==> src/rtl/xent_pkg.sv <==
// Package for the cross-entropy loss engine.
// Holds the fixed number format, the controller state type and the
// elaboration-time functions that build both fraction lookup tables.
// Assumes a score fraction of 7 bits: the table step constant is 2^(1/128).
package xent_pkg;

    localparam int SCORE_W    = 16;   // score and loss word
    localparam int SCORE_FRAC = 7;    // fraction bits of score and loss
    localparam int EXP_FRAC   = 16;   // fraction bits of each power-of-two term
    localparam int Q_BITS     = 30;   // precision of table generation
    localparam int LUT_N      = 1 << SCORE_FRAC;

    // 2^(1/128) scaled by 2^30
    localparam longint unsigned STEP_Q = 64'd1079572136;

    typedef enum logic [1:0] {
        ST_LOAD = 2'd0,
        ST_EXP  = 2'd1,
        ST_LOG  = 2'd2
    } xent_state_e;

    // multiply a Q30 value by one table step, rounded
    function automatic longint unsigned q_step(input longint unsigned r);
        return (r * STEP_Q + (64'd1 << (Q_BITS - 1))) >> Q_BITS;
    endfunction

    // convert a Q30 value to EXP_FRAC fraction bits, rounded
    function automatic logic [EXP_FRAC:0] q_to_term(input longint unsigned r);
        return (EXP_FRAC + 1)'((r + (64'd1 << (Q_BITS - EXP_FRAC - 1))) >> (Q_BITS - EXP_FRAC));
    endfunction

    // 2^(k/128) with EXP_FRAC fraction bits, value in [1, 2)
    function automatic logic [EXP_FRAC:0] exp2_frac_entry(input int k);
        longint unsigned r;
        r = 64'd1 << Q_BITS;
        for (int i = 0; i < k; i++) r = q_step(r);
        return q_to_term(r);
    endfunction

    // round(128 * log2(1 + k/128)), saturated at 127, found by the
    // midpoint between neighbouring power-of-two table values
    function automatic logic [SCORE_FRAC-1:0] log2_frac_entry(input int k);
        longint unsigned r;
        longint unsigned twice_x;
        longint unsigned prev;
        longint unsigned cur;
        int              res;
        twice_x = 64'(LUT_N + k) << (EXP_FRAC - SCORE_FRAC + 1);
        r       = 64'd1 << Q_BITS;
        prev    = 64'(q_to_term(r));
        res     = 0;
        for (int j = 1; j < LUT_N; j++) begin
            r   = q_step(r);
            cur = 64'(q_to_term(r));
            if (twice_x >= prev + cur) res = j;
            prev = cur;
        end
        return SCORE_FRAC'(res);
    endfunction

endpackage

==> src/rtl/xent_exp2_term.sv <==
// Power-of-two term generator (combinational).
// Input is d = max - score, which is never negative. Output is 2^(-d) with
// EXP_FRAC fraction bits, so the value lies in (0, 1]. With d = n + f/128:
// f = 0 gives 2^-n, otherwise 2^((128-f)/128) * 2^-(n+1).
// A shift larger than EXP_FRAC gives a zero term.
module xent_exp2_term
    import xent_pkg::*;
#(
    parameter int DIFF_W = SCORE_W + 1,
    parameter int TERM_W = EXP_FRAC + 1
) (
    input  logic [DIFF_W-1:0] diff,
    output logic [TERM_W-1:0] term
);

    localparam int INT_W = DIFF_W - SCORE_FRAC;
    localparam int SH_W  = INT_W + 1;

    logic [TERM_W-1:0]     pow_lut [LUT_N];
    logic [INT_W-1:0]      int_part;
    logic [SCORE_FRAC-1:0] frac_part;
    logic [SCORE_FRAC-1:0] lut_idx;
    logic [SH_W-1:0]       shamt;

    // table of 2^(k/128), built at elaboration
    for (genvar k = 0; k < LUT_N; k++) begin : g_pow
        localparam logic [TERM_W-1:0] ENTRY = TERM_W'(exp2_frac_entry(k));
        assign pow_lut[k] = ENTRY;
    end

    // split the distance into octaves and a complementary fraction
    always_comb begin
        int_part  = diff[DIFF_W-1:SCORE_FRAC];
        frac_part = diff[SCORE_FRAC-1:0];
        lut_idx   = SCORE_FRAC'(0) - frac_part;
        shamt     = SH_W'(int_part) + SH_W'(frac_part != '0);
    end

    // scale the mantissa down by the octave count, flush far terms to zero
    always_comb begin
        if (shamt > SH_W'(EXP_FRAC)) term = '0;
        else                          term = pow_lut[lut_idx] >> shamt;
    end

endmodule

==> src/rtl/xent_log2_norm.sv <==
// Serial base-2 logarithm of the term sum.
// Assumes the sum is at least 1.0 (EXP_FRAC fraction bits), which holds
// because the maximum score always contributes exactly 1.0. Each cycle the
// sum shifts right by one while its integer part exceeds 1, and the number
// of shifts becomes the integer result. The top 7 fraction bits, rounded
// to nearest, then index a log2(1 + k/128) table for the result fraction.
module xent_log2_norm
    import xent_pkg::*;
#(
    parameter int ACC_W = EXP_FRAC + 8,
    parameter int INT_W = 3
) (
    input  logic                        clk,
    input  logic                        rst_n,
    input  logic                        start,
    input  logic [ACC_W-1:0]            sum_in,
    output logic                        done,
    output logic [INT_W+SCORE_FRAC-1:0] log_out
);

    localparam int SUM_INT_W = ACC_W - EXP_FRAC;
    localparam int TAIL_W    = EXP_FRAC - SCORE_FRAC;
    localparam int LOG_W     = INT_W + SCORE_FRAC;

    logic [SCORE_FRAC-1:0] frac_lut [LUT_N];
    logic [ACC_W-1:0]      sum_q;
    logic [INT_W-1:0]      cnt_q;
    logic                  run_q;
    logic                  done_q;
    logic [LOG_W-1:0]      res_q;

    logic [SUM_INT_W-1:0]  sum_int;
    logic [SCORE_FRAC-1:0] idx_base;
    logic [TAIL_W-1:0]     tail;
    logic                  round_up;
    logic [SCORE_FRAC-1:0] frac_idx;

    // table of round(128*log2(1+k/128)), built at elaboration
    for (genvar k = 0; k < LUT_N; k++) begin : g_log
        localparam logic [SCORE_FRAC-1:0] ENTRY = log2_frac_entry(k);
        assign frac_lut[k] = ENTRY;
    end

    // pick the fraction index with round-to-nearest, saturating at the top
    always_comb begin
        sum_int  = sum_q[ACC_W-1:EXP_FRAC];
        idx_base = sum_q[EXP_FRAC-1 -: SCORE_FRAC];
        tail     = sum_q[TAIL_W-1:0];
        round_up = tail >= TAIL_W'(1 << (TAIL_W - 1));
        frac_idx = (&idx_base) ? idx_base : idx_base + SCORE_FRAC'(round_up);
    end

    // normalise the sum one octave per cycle and latch the result
    always_ff @(posedge clk) begin
        if (!rst_n) begin
            sum_q  <= '0;
            cnt_q  <= '0;
            run_q  <= 1'b0;
            done_q <= 1'b0;
            res_q  <= '0;
        end else if (start) begin
            sum_q  <= sum_in;
            cnt_q  <= '0;
            run_q  <= 1'b1;
            done_q <= 1'b0;
        end else if (run_q) begin
            if (sum_int > SUM_INT_W'(1)) begin
                sum_q <= sum_q >> 1;
                cnt_q <= cnt_q + INT_W'(1);
            end else begin
                run_q  <= 1'b0;
                done_q <= 1'b1;
                res_q  <= {cnt_q, frac_lut[frac_idx]};
            end
        end else begin
            done_q <= 1'b0;
        end
    end

    assign done    = done_q;
    assign log_out = res_q;


    norm_end_chk: assert property (@(posedge clk) disable iff (!rst_n)
        done_q |-> (sum_int == SUM_INT_W'(1)));


    sum_live_chk: assert property (@(posedge clk) disable iff (!rst_n)
        run_q |-> (sum_int != '0));

endmodule

==> src/rtl/xent_loss_unit.sv <==
// Cross-entropy loss engine, top level.
// Pass one stores NUM_CLASSES scores, tracks the signed maximum and keeps
// the target score. The target index is taken with score 0. Pass two reads
// the buffer once and adds 2^(score - max) into an accumulator. A serial
// log2 unit then normalises the sum, and the loss is max + log2(sum) - target,
// clamped to the 16-bit range. Assumes target_idx < NUM_CLASSES.
module xent_loss_unit
    import xent_pkg::*;
#(
    parameter int NUM_CLASSES = 100,
    parameter int IDX_W       = $clog2(NUM_CLASSES)
) (
    input  logic               clk,
    input  logic               rst_n,
    input  logic               score_valid,
    input  logic [SCORE_W-1:0] score_data,
    input  logic [IDX_W-1:0]   target_idx,
    output logic               busy,
    output logic               loss_valid,
    output logic [SCORE_W-1:0] loss_data
);

    localparam int ACC_W     = EXP_FRAC + 1 + $clog2(NUM_CLASSES);
    localparam int LOG_INT_W = $clog2(ACC_W - EXP_FRAC);
    localparam int LOG_W     = LOG_INT_W + SCORE_FRAC;
    localparam int DIFF_W    = SCORE_W + 1;
    localparam int TERM_W    = EXP_FRAC + 1;
    localparam int WIDE_W    = SCORE_W + 3;
    localparam logic [IDX_W-1:0]         LAST_IDX = IDX_W'(NUM_CLASSES - 1);
    localparam logic [TERM_W-1:0]        TERM_ONE = TERM_W'(1) << EXP_FRAC;
    localparam logic signed [WIDE_W-1:0] SAT_HI   = WIDE_W'((1 << (SCORE_W - 1)) - 1);

    xent_state_e               state_q;
    logic [IDX_W-1:0]          cnt_q;
    logic [IDX_W-1:0]          tgt_idx_q;
    logic signed [SCORE_W-1:0] max_q;
    logic signed [SCORE_W-1:0] tgt_score_q;
    logic [ACC_W-1:0]          acc_q;
    logic                      valid_q;
    logic [SCORE_W-1:0]        loss_q;
    logic signed [SCORE_W-1:0] buf_q [NUM_CLASSES];

    logic                      accept;
    logic                      last_slot;
    logic [IDX_W-1:0]          tgt_sel;
    logic signed [SCORE_W-1:0] in_score;
    logic signed [SCORE_W-1:0] rd_score;
    logic [DIFF_W-1:0]         diff;
    logic [TERM_W-1:0]         term;
    logic                      log_start;
    logic [ACC_W-1:0]          log_sum;
    logic                      log_done;
    logic [LOG_W-1:0]          log_val;
    logic signed [WIDE_W-1:0]  loss_wide;
    logic [SCORE_W-1:0]        loss_sat;

    // decode input acceptance and the current target slot
    always_comb begin
        accept    = (state_q == ST_LOAD) && score_valid;
        last_slot = (cnt_q == LAST_IDX);
        tgt_sel   = (cnt_q == '0) ? target_idx : tgt_idx_q;
        in_score  = $signed(score_data);
        rd_score  = buf_q[cnt_q];
        diff      = DIFF_W'(max_q) - DIFF_W'(rd_score);
        log_start = (state_q == ST_EXP) && last_slot;
        log_sum   = acc_q + ACC_W'(term);
    end

    // score buffer written during the load pass
    always_ff @(posedge clk) begin
        if (accept) buf_q[cnt_q] <= in_score;
    end

    // controller: load pass, exponent pass, wait for the logarithm
    always_ff @(posedge clk) begin
        if (!rst_n) begin
            state_q     <= ST_LOAD;
            cnt_q       <= '0;
            tgt_idx_q   <= '0;
            max_q       <= '0;
            tgt_score_q <= '0;
            acc_q       <= '0;
        end else begin
            case (state_q)
                ST_LOAD: begin
                    if (accept) begin
                        if (cnt_q == '0) tgt_idx_q <= target_idx;
                        if (cnt_q == '0 || in_score > max_q) max_q <= in_score;
                        if (cnt_q == tgt_sel) tgt_score_q <= in_score;
                        if (last_slot) begin
                            cnt_q   <= '0;
                            acc_q   <= '0;
                            state_q <= ST_EXP;
                        end else begin
                            cnt_q <= cnt_q + IDX_W'(1);
                        end
                    end
                end
                ST_EXP: begin
                    acc_q <= log_sum;
                    if (last_slot) begin
                        cnt_q   <= '0;
                        state_q <= ST_LOG;
                    end else begin
                        cnt_q <= cnt_q + IDX_W'(1);
                    end
                end
                ST_LOG: begin
                    if (log_done) state_q <= ST_LOAD;
                end
                default: state_q <= ST_LOAD;
            endcase
        end
    end

    xent_exp2_term #(
        .DIFF_W (DIFF_W),
        .TERM_W (TERM_W)
    ) u_exp (
        .diff (diff),
        .term (term)
    );

    xent_log2_norm #(
        .ACC_W (ACC_W),
        .INT_W (LOG_INT_W)
    ) u_log (
        .clk     (clk),
        .rst_n   (rst_n),
        .start   (log_start),
        .sum_in  (log_sum),
        .done    (log_done),
        .log_out (log_val)
    );

    // combine max, logarithm and target score, clamp to the word range
    always_comb begin
        loss_wide = WIDE_W'(max_q) + $signed({{(WIDE_W - LOG_W){1'b0}}, log_val})
                  - WIDE_W'(tgt_score_q);
        if (loss_wide > SAT_HI)       loss_sat = {1'b0, {(SCORE_W - 1){1'b1}}};
        else if (loss_wide[WIDE_W-1]) loss_sat = '0;
        else                          loss_sat = loss_wide[SCORE_W-1:0];
    end

    // result register and one-cycle strobe
    always_ff @(posedge clk) begin
        if (!rst_n) begin
            valid_q <= 1'b0;
            loss_q  <= '0;
        end else begin
            valid_q <= log_done;
            if (log_done) loss_q <= loss_sat;
        end
    end

    assign busy       = (state_q != ST_LOAD);
    assign loss_valid = valid_q;
    assign loss_data  = loss_q;


    loss_pulse_chk: assert property (@(posedge clk) disable iff (!rst_n)
        valid_q |=> !valid_q);


    ready_at_result_chk: assert property (@(posedge clk) disable iff (!rst_n)
        valid_q |-> !busy);


    busy_after_last_chk: assert property (@(posedge clk) disable iff (!rst_n)
        (accept && last_slot) |=> busy);


    max_frozen_chk: assert property (@(posedge clk) disable iff (!rst_n)
        busy |=> $stable(max_q));


    loss_sign_chk: assert property (@(posedge clk) disable iff (!rst_n)
        valid_q |-> !loss_q[SCORE_W-1]);


    max_bound_chk: assert property (@(posedge clk) disable iff (!rst_n)
        (state_q == ST_EXP) |-> (max_q >= rd_score));


    term_range_chk: assert property (@(posedge clk) disable iff (!rst_n)
        (state_q == ST_EXP) |-> (term <= TERM_ONE));


    slot_range_chk: assert property (@(posedge clk) disable iff (!rst_n)
        cnt_q <= LAST_IDX);

endmodule

==> config.mk <==
export PLATFORM = sky130hd
export DESIGN_NAME = xent_loss_unit
export DESIGN_NICKNAME = d
export VERILOG_FILES = /design/src/rtl/xent_pkg.sv /design/src/rtl/xent_exp2_term.sv /design/src/rtl/xent_log2_norm.sv /design/src/rtl/xent_loss_unit.sv
export SDC_FILE = /design/constraint.sdc
export NUM_CORES = 2
export LEC_CHECK = 0
export ABC_CLOCK_PERIOD_IN_PS = 13000
export BUFFER_PORTS_ARGS = -buffer_cell sky130_fd_sc_hd__buf_2
export CAP_MARGIN = 25
export CORE_MARGIN = 3
export CORE_UTILIZATION = 40
export DETAILED_ROUTE_END_ITERATION = 16
export HOLD_SLACK_MARGIN = 0.03
export SYNTH_ARGS = -nofsm -noshare
export SYNTH_HDL_FRONTEND = slang
export SYNTH_SLANG_ARGS = --single-unit
==> constraint.sdc <==
create_clock -name clk -period 13 [get_ports clk]
set_clock_uncertainty 0.2 [all_clocks]
set_input_delay 2.6 -clock clk [delete_from_list [all_inputs] [get_ports clk]]
set_output_delay 2.6 -clock clk [all_outputs]
set_load 0.005 [all_outputs]
After elaboration in Yosys (flattened, before gate mapping)
Memory sizes are Yosys's and may differ from the RTL's. A register that Yosys moved wholly into a read port is not among the register bits.
Cells that the tools add are included.
{"block": "totals", "ff_bits": 128, "ram_bits": 1600, "mem_bits_ro": 3072, "inputBits": 26, "output_inout_bits": 18, "wordCells": 100, "mem_count": 3}
{"memory": "(no name shown)", "words": 128, "word_bits": 17, "rd": 1, "rd_clocked_by_memory_dff": 0, "write_ports": 0, "line": "xent_exp2_term.sv:42", "rtl": "else term = pow_lut[lut_idx] >> shamt;"}
{"memory": "buf_q", "words": 100, "word_bits": 16, "rd": 1, "rd_clocked_by_memory_dff": 1, "write_ports": 1, "line": "xent_loss_unit.sv:41", "rtl": "logic signed [SCORE_W-1:0] buf_q [NUM_CLASSES];"}
{"memory": "(no name shown)", "words": 128, "word_bits": 7, "rd": 1, "rd_clocked_by_memory_dff": 1, "write_ports": 0, "line": "xent_log2_norm.sv:73", "rtl": "res_q <= {cnt_q, frac_lut[frac_idx]};"}
{"block": "op_classes", "add_sub_neg": 9, "n_lt_le_gt_ge": 7, "eq_ne": 8, "n_shift": 1, "muxes": 30, "n_bitwise": 6, "reduce_logical": 23}
{"operator": "$mux 24", "n": 5}
{"operator": "$mux 7", "n": 8}
{"operator": "$mux 17", "n": 3}
{"operator": "$pmux 24 s2", "n": 1}
{"operator": "$mux 16", "n": 2}
{"operator": "$add 24x17->24", "n": 1}
{"operator": "$gt 18x16->1 const B", "n": 1}
{"operator": "$sub 17x16->18", "n": 1}
{"operator": "$add 16x11->17", "n": 1}
{"operator": "$shr 17x11->17", "n": 1}
{"operator": "$sub 16x16->17", "n": 1}
{"operator": "$ge 8x8->1 const B", "n": 2}
{"operator": "$gt 16x16->1", "n": 1}
{"operator": "$not 7->8", "n": 2}
{"operator": "$pmux 7 s2", "n": 1}
{"operator": "$reduce_and 3->1", "n": 4}
{"operator": "$add 10x1->11", "n": 1}
{"operator": "$gt 11x5->1 const B", "n": 1}
{"operator": "$ge 9x9->1 const B", "n": 1}
{"operator": "$gt 8x1->1 const B", "n": 1}
{"operator": "$mux 2", "n": 4}
{"operator": "$reduce_and 2->1", "n": 4}
{"operator": "$reduce_bool 2->1", "n": 4}
{"operator": "$add 7x1->7", "n": 1}
{"operator": "other kinds (22)", "n": 32}

Logic depth before layout (Yosys ltp)
{"block": "logic_depth", "word_depth": 10, "mapped_depth": 46, "mapped_depth_nobuf": 40}

Modules after synthesis
From an unflattened synthesis, not the netlist that was laid out.
{"block": "hier_totals", "hier_cells": 4453, "hier_area_um2": 75683.8}
{"module": "xent_loss_unit", "n_inst": 1, "cells_per_inst": 3325, "area_per_inst_um2": 67966.4, "seq_area_each_um2": 49967.9}
{"module": "xent_exp2_term", "n_inst": 1, "cells_per_inst": 752, "area_per_inst_um2": 4936.0, "seq_area_each_um2": 0.0}
{"module": "xent_log2_norm", "n_inst": 1, "cells_per_inst": 376, "area_per_inst_um2": 2781.4, "seq_area_each_um2": 620.6}

Worst setup path after synthesis
Ideal clock, no wire load.
{"block": "synth_timing", "kind": "reg2reg", "from": "register (tool-made name)", "to": "register u_log.sum_q[19]", "setup_ns": 0.133, "arrival_time_ns": 10.019, "t_required_ns": 12.667, "setup_slack_ns": 2.649, "path_stages_with_launch": 40, "n_path_buf": 8, "period_less_slack_ns": 10.351, "cell_sequence": "dfxtp_1 > clkbuf_1 > clkbuf_1 > buf_1 > mux4_2 > mux4_2 > mux2i_1 > o21ai_0 > mux2_2 > ha_1 > fa_1 > ha_1 > clkbuf_1 > xor3_1 > clkbuf_1 > clkbuf_1 > clkbuf_1 > ha_1 > [... 4 more ...] > a2bb2oi_1 > mux2i_1 > mux4_2 > mux2_4 > a21oi_2 > o31a_1 > ha_1 > inv_1 > o21bai_1 > a21o_1 > a21oi_1 > o21ai_0 > o41ai_1 > o311ai_0 > a21boi_1 > nand3b_1 > xnor2_1 > a21oi_1"}
{"item": "end signal, assigned", "line": "xent_log2_norm.sv:62", "rtl": "sum_q <= sum_in;"}
{"item": "end signal, assigned", "line": "xent_log2_norm.sv:68", "rtl": "sum_q <= sum_q >> 1;"}
{"item": "end, declared", "line": "xent_log2_norm.sv:26", "rtl": "logic [ACC_W-1:0] sum_q;"}

==> results.toml <==
[global_routing]
globalRouteOverflowTotal = 0
antenna_found_initial = 6
grt_usage_pct = 21.5
grt_pass1_vias = 43200
grt_max_degree = 103
grt_pass1_wl_mm = 310

[critical_path]
critPathArrivalTime_ns = 12.28
critPathRequiredTime_ns = 13.56
worstPathMaxFanout = 30
reg2reg_depth = 33
crit_path_start_kind = "register"
slowest_delay_ns = 0.97
crit_type = "register to register"
crit_slowest_cell = "a2111oi_0"
worst_setup_path_end_kind = "register"
timing.rr.end = "acc_q[18]"
reg2reg_slack_ns = 1.28

[pwr]
power_density_nw_per_um2 = 169
peakVddDrop_mv = 0.129
p_leak_uw = 0.0275

[clock_network]
holdBufCountCts = 0
cts_tree = "done"
clockBufferDepth = 3
clock_sinks = 1727
clock_latency_ns = 0.83
cts_root_buf = "clkbuf_16"
cts_buffers = 176
path_clk_slew_ns = 0.06
cts_max_level = 4
cts_resized = 0
cts_setup_buffers = 0

[layout]
final_area_um2 = 86200
fin_nets = 4859
final_util_pct = 45.7
drive_above_1_share_pct = 23.2
layout.cells.non_filler = 7350
fillers = 16200
syn2layout_area_growth_pct = 13.0

[drt]
drcViolationCount = 0
vias = 44000
wl_per_cell_um = 28.9
drt_wl_total_mm = 213
antenna_left = 0
vias_per_cell = 5.98
firstDrtPassIters = 8
drt-initial-drc-count = 5352

[timing]
hold_viol_final = 0
relSlewSlack_pct = 21.1
setup_violations = 0
worst_pin_slew_ns = 1.15
finalCritPeriodShare_pct = 90.2
maxClockFrequency_mhz = 85.3
fin_setup_tns_ns = 0
postLayoutSetupSlackWorst_ns = 1.28
period_minus_slack_ns = 11.72
slew_viol_final = 0
rsz0062_at_grt = "false"

[placement]
portBuffers = 43
post_dp_cell_area_um2 = 80400
placedCellCount = 7026
hpwl_mm = 134
dp_slack_ns = 1.32
routabilityCongestion = 0.961

[die]
coreArea_um2 = 189000
die_h_um = 443
die_area_um2 = 196000
initial_core_util_pct = 40.4
rows = 159
io_pins = 44
die_w_um = 443

[outcome]
status = "completed"

[synthesis]
synth.distinct_cells = 110
ys_seq_area_share_pct = 66.4
yosys_warnings = 0
synth_cells = 4553
synth-edff-count = 1600
syn_avg_cell_area_um2 = 16.7
netlist_area_um2 = 76200
synth-async-reset-ratio_pct = 0
synth-seq-cells = 1727
synth_nets = 4700
synth_top_flop_cell = "edfxtp_1"

[min_path]
min_to = "loss_data[5]"
hold_path_depth = 2
hp-class = "register to register"
hold_path.startpoint = "loss_data[5]"

[flow_run]
cap_viol_max_count = 0
==> critical path, delay by kind of cell (launching register included) <==
| kind | cells | cell delay, ns |
|---|---|---|
| buf+inv | 3 | 1.39 |
| compound gates | 17 | 4.20 |
| fa+ha+maj | 3 | 1.34 |
| flops | 1 | 0.82 |
| simple gates | 2 | 0.39 |
| xor+xnor | 2 | 0.84 |
| mux | 6 | 2.41 |
==> worst max path at each step <==
| stage | start | to | slack [ns] | depth (start not counted) |
|---|---|---|---|---|
| floorplan | register | u_log.sum_q[19] | 2.65 | 39 |
| global placement | register | acc_q[19] | 1.33 | 37 |
| detailed placement | register | u_log.sum_q[18] | 1.32 | 33 |
| CTS | register | u_log.sum_q[18] | 1.37 | 33 |
| global route | register | u_log.sum_q[22] | 0.44 | 38 |
| finish | register | acc_q[18] | 1.28 | 33 |
==> cells by family (layout without fill, tap and decap cells) <==
family / count (synthesis) / in the layout / synth area share [%]
AOI/OAI and AO/OA: 725 / 725 / 6.44
xor gates and xnor gates: 84 / 84 / 1.10
adders and majority gates: 122 / 122 / 2.12
buffers and inverters: 398 / 697 / 2.08
DFF: 1727 / 1727 / 66.4
muxes: 645 / 645 / 16.8
other: 0 / 3 / 0
and+or+nand+nor: 852 / 852 / 5.09
==> state kept, by name, summed over array words and instances, names as in the netlist, named ones only <==
name / count
tgt_idx_q: 7
acc_q: 24
loss_valid: 1
u_log.cnt_q: 3
u_log.run_q: 1
tgt_score_q: 16
u_log.done: 1
cnt_q: 7
u_log.sum_q: 16
loss_data: 16
max_q: 16
state_q: 2
buf_q: 1600
u_log.log_out: 10
==> final cells by class <==
class / count / area [um^2] / area share (%)
repair buffers: 282 / 2160 / 2.50
diodes: 3 / 7.51 / 0.00871
well taps: 2495 / 3120 / 3.62
clock buffers: 229 / 4740 / 5.50
flip-flops and latches: 1727 / 50600 / 58.7
clock inverters: 89 / 953 / 1.11
multi-input cells: 2428 / 24200 / 28.1
inverters: 97 / 364 / 0.423
==> per-stage QoR <==
| step | hold slack (ns) | total power, uW |
|---|---|---|
| after floorplan | 0.232 | 8420 |
| after detailed placement | 0.238 | 9550 |
| final | 0.245 | 14500 |
| after global routing | 0.269 | 15100 |
| after global placement | 0.230 | 9560 |
| after CTS | 0.253 | 14500 |
==> cells in the mapped netlist (7+ instances only) <==
library cell / instances / area, um^2
a31oi_1: 24 / 150
o21ai_1: 7 / 35.0
inv_1: 95 / 357
nand4_1: 24 / 150
nor4_1: 12 / 75.1
mux2i_1: 123 / 1230
o311ai_0: 9 / 78.8
a32oi_1: 10 / 87.6
a211o_1: 9 / 78.8
xnor2_1: 54 / 473
and3_1: 11 / 68.8
mux4_2: 505 / 11400
mux2_2: 14 / 158
o21bai_1: 11 / 82.6
dfxtp_1: 127 / 2540
a21oi_1: 164 / 821
clkbuf_1: 204 / 766
xor2_1: 20 / 175
o31ai_1: 12 / 90.1
o22ai_1: 22 / 138
a21o_1: 22 / 165
fa_1: 12 / 240
nor3_1: 59 / 295
ha_1: 109 / 1360
edfxtp_1: 1600 / 48000
nor2_1: 362 / 1360
nand2_1: 210 / 788
a211oi_1: 63 / 473
o211ai_1: 48 / 360
o21ai_0: 156 / 781
nand3_1: 61 / 305
o21a_1: 14 / 105
buf_1: 59 / 221
a2111oi_0: 12 / 105
nand2b_1: 15 / 93.8
o32ai_1: 7 / 61.3
o221ai_1: 18 / 158
buf_2: 29 / 145
or3_1: 11 / 68.8
a22oi_1: 24 / 180
a221oi_1: 9 / 78.8
and2_1: 12 / 75.1
nor2b_1: 23 / 144
==> layout by cell type, fill, tap and decap left out, types with 108 or more instances in the layout <==
cell type	instances
dfxtp_1	121
mux2i_1	123
ha_1	108
mux4_2	505
clkbuf_16	180
nor2_1	347
nand2_1	210
a21oi_1	164
buf_4	244
edfxtp_1	1600
o21ai_0	155
==> layer usage <==
metal  share of wire (%)  track usage, %  vias up  routed length, um
met3                 8.4            4.45      351              17900
met1                  42            30.9    22900              89800
met5                   0               0        -                  0
met4                 2.9            6.44        0               6150
met2                  46            33.1     1998              98700
li1                    -               -    18700                  -
==> power by group <==
group | internal [uW] | total [uW] | leakage [uW] | switching (uW)
Sequential | 6080 | 6110 | 0.0154 | 23.4
Clock | 2870 | 5010 | 0.00276 | 2140
Combinational | 1160 | 3420 | 0.00929 | 2260
(Power assumes the default switching activity.)
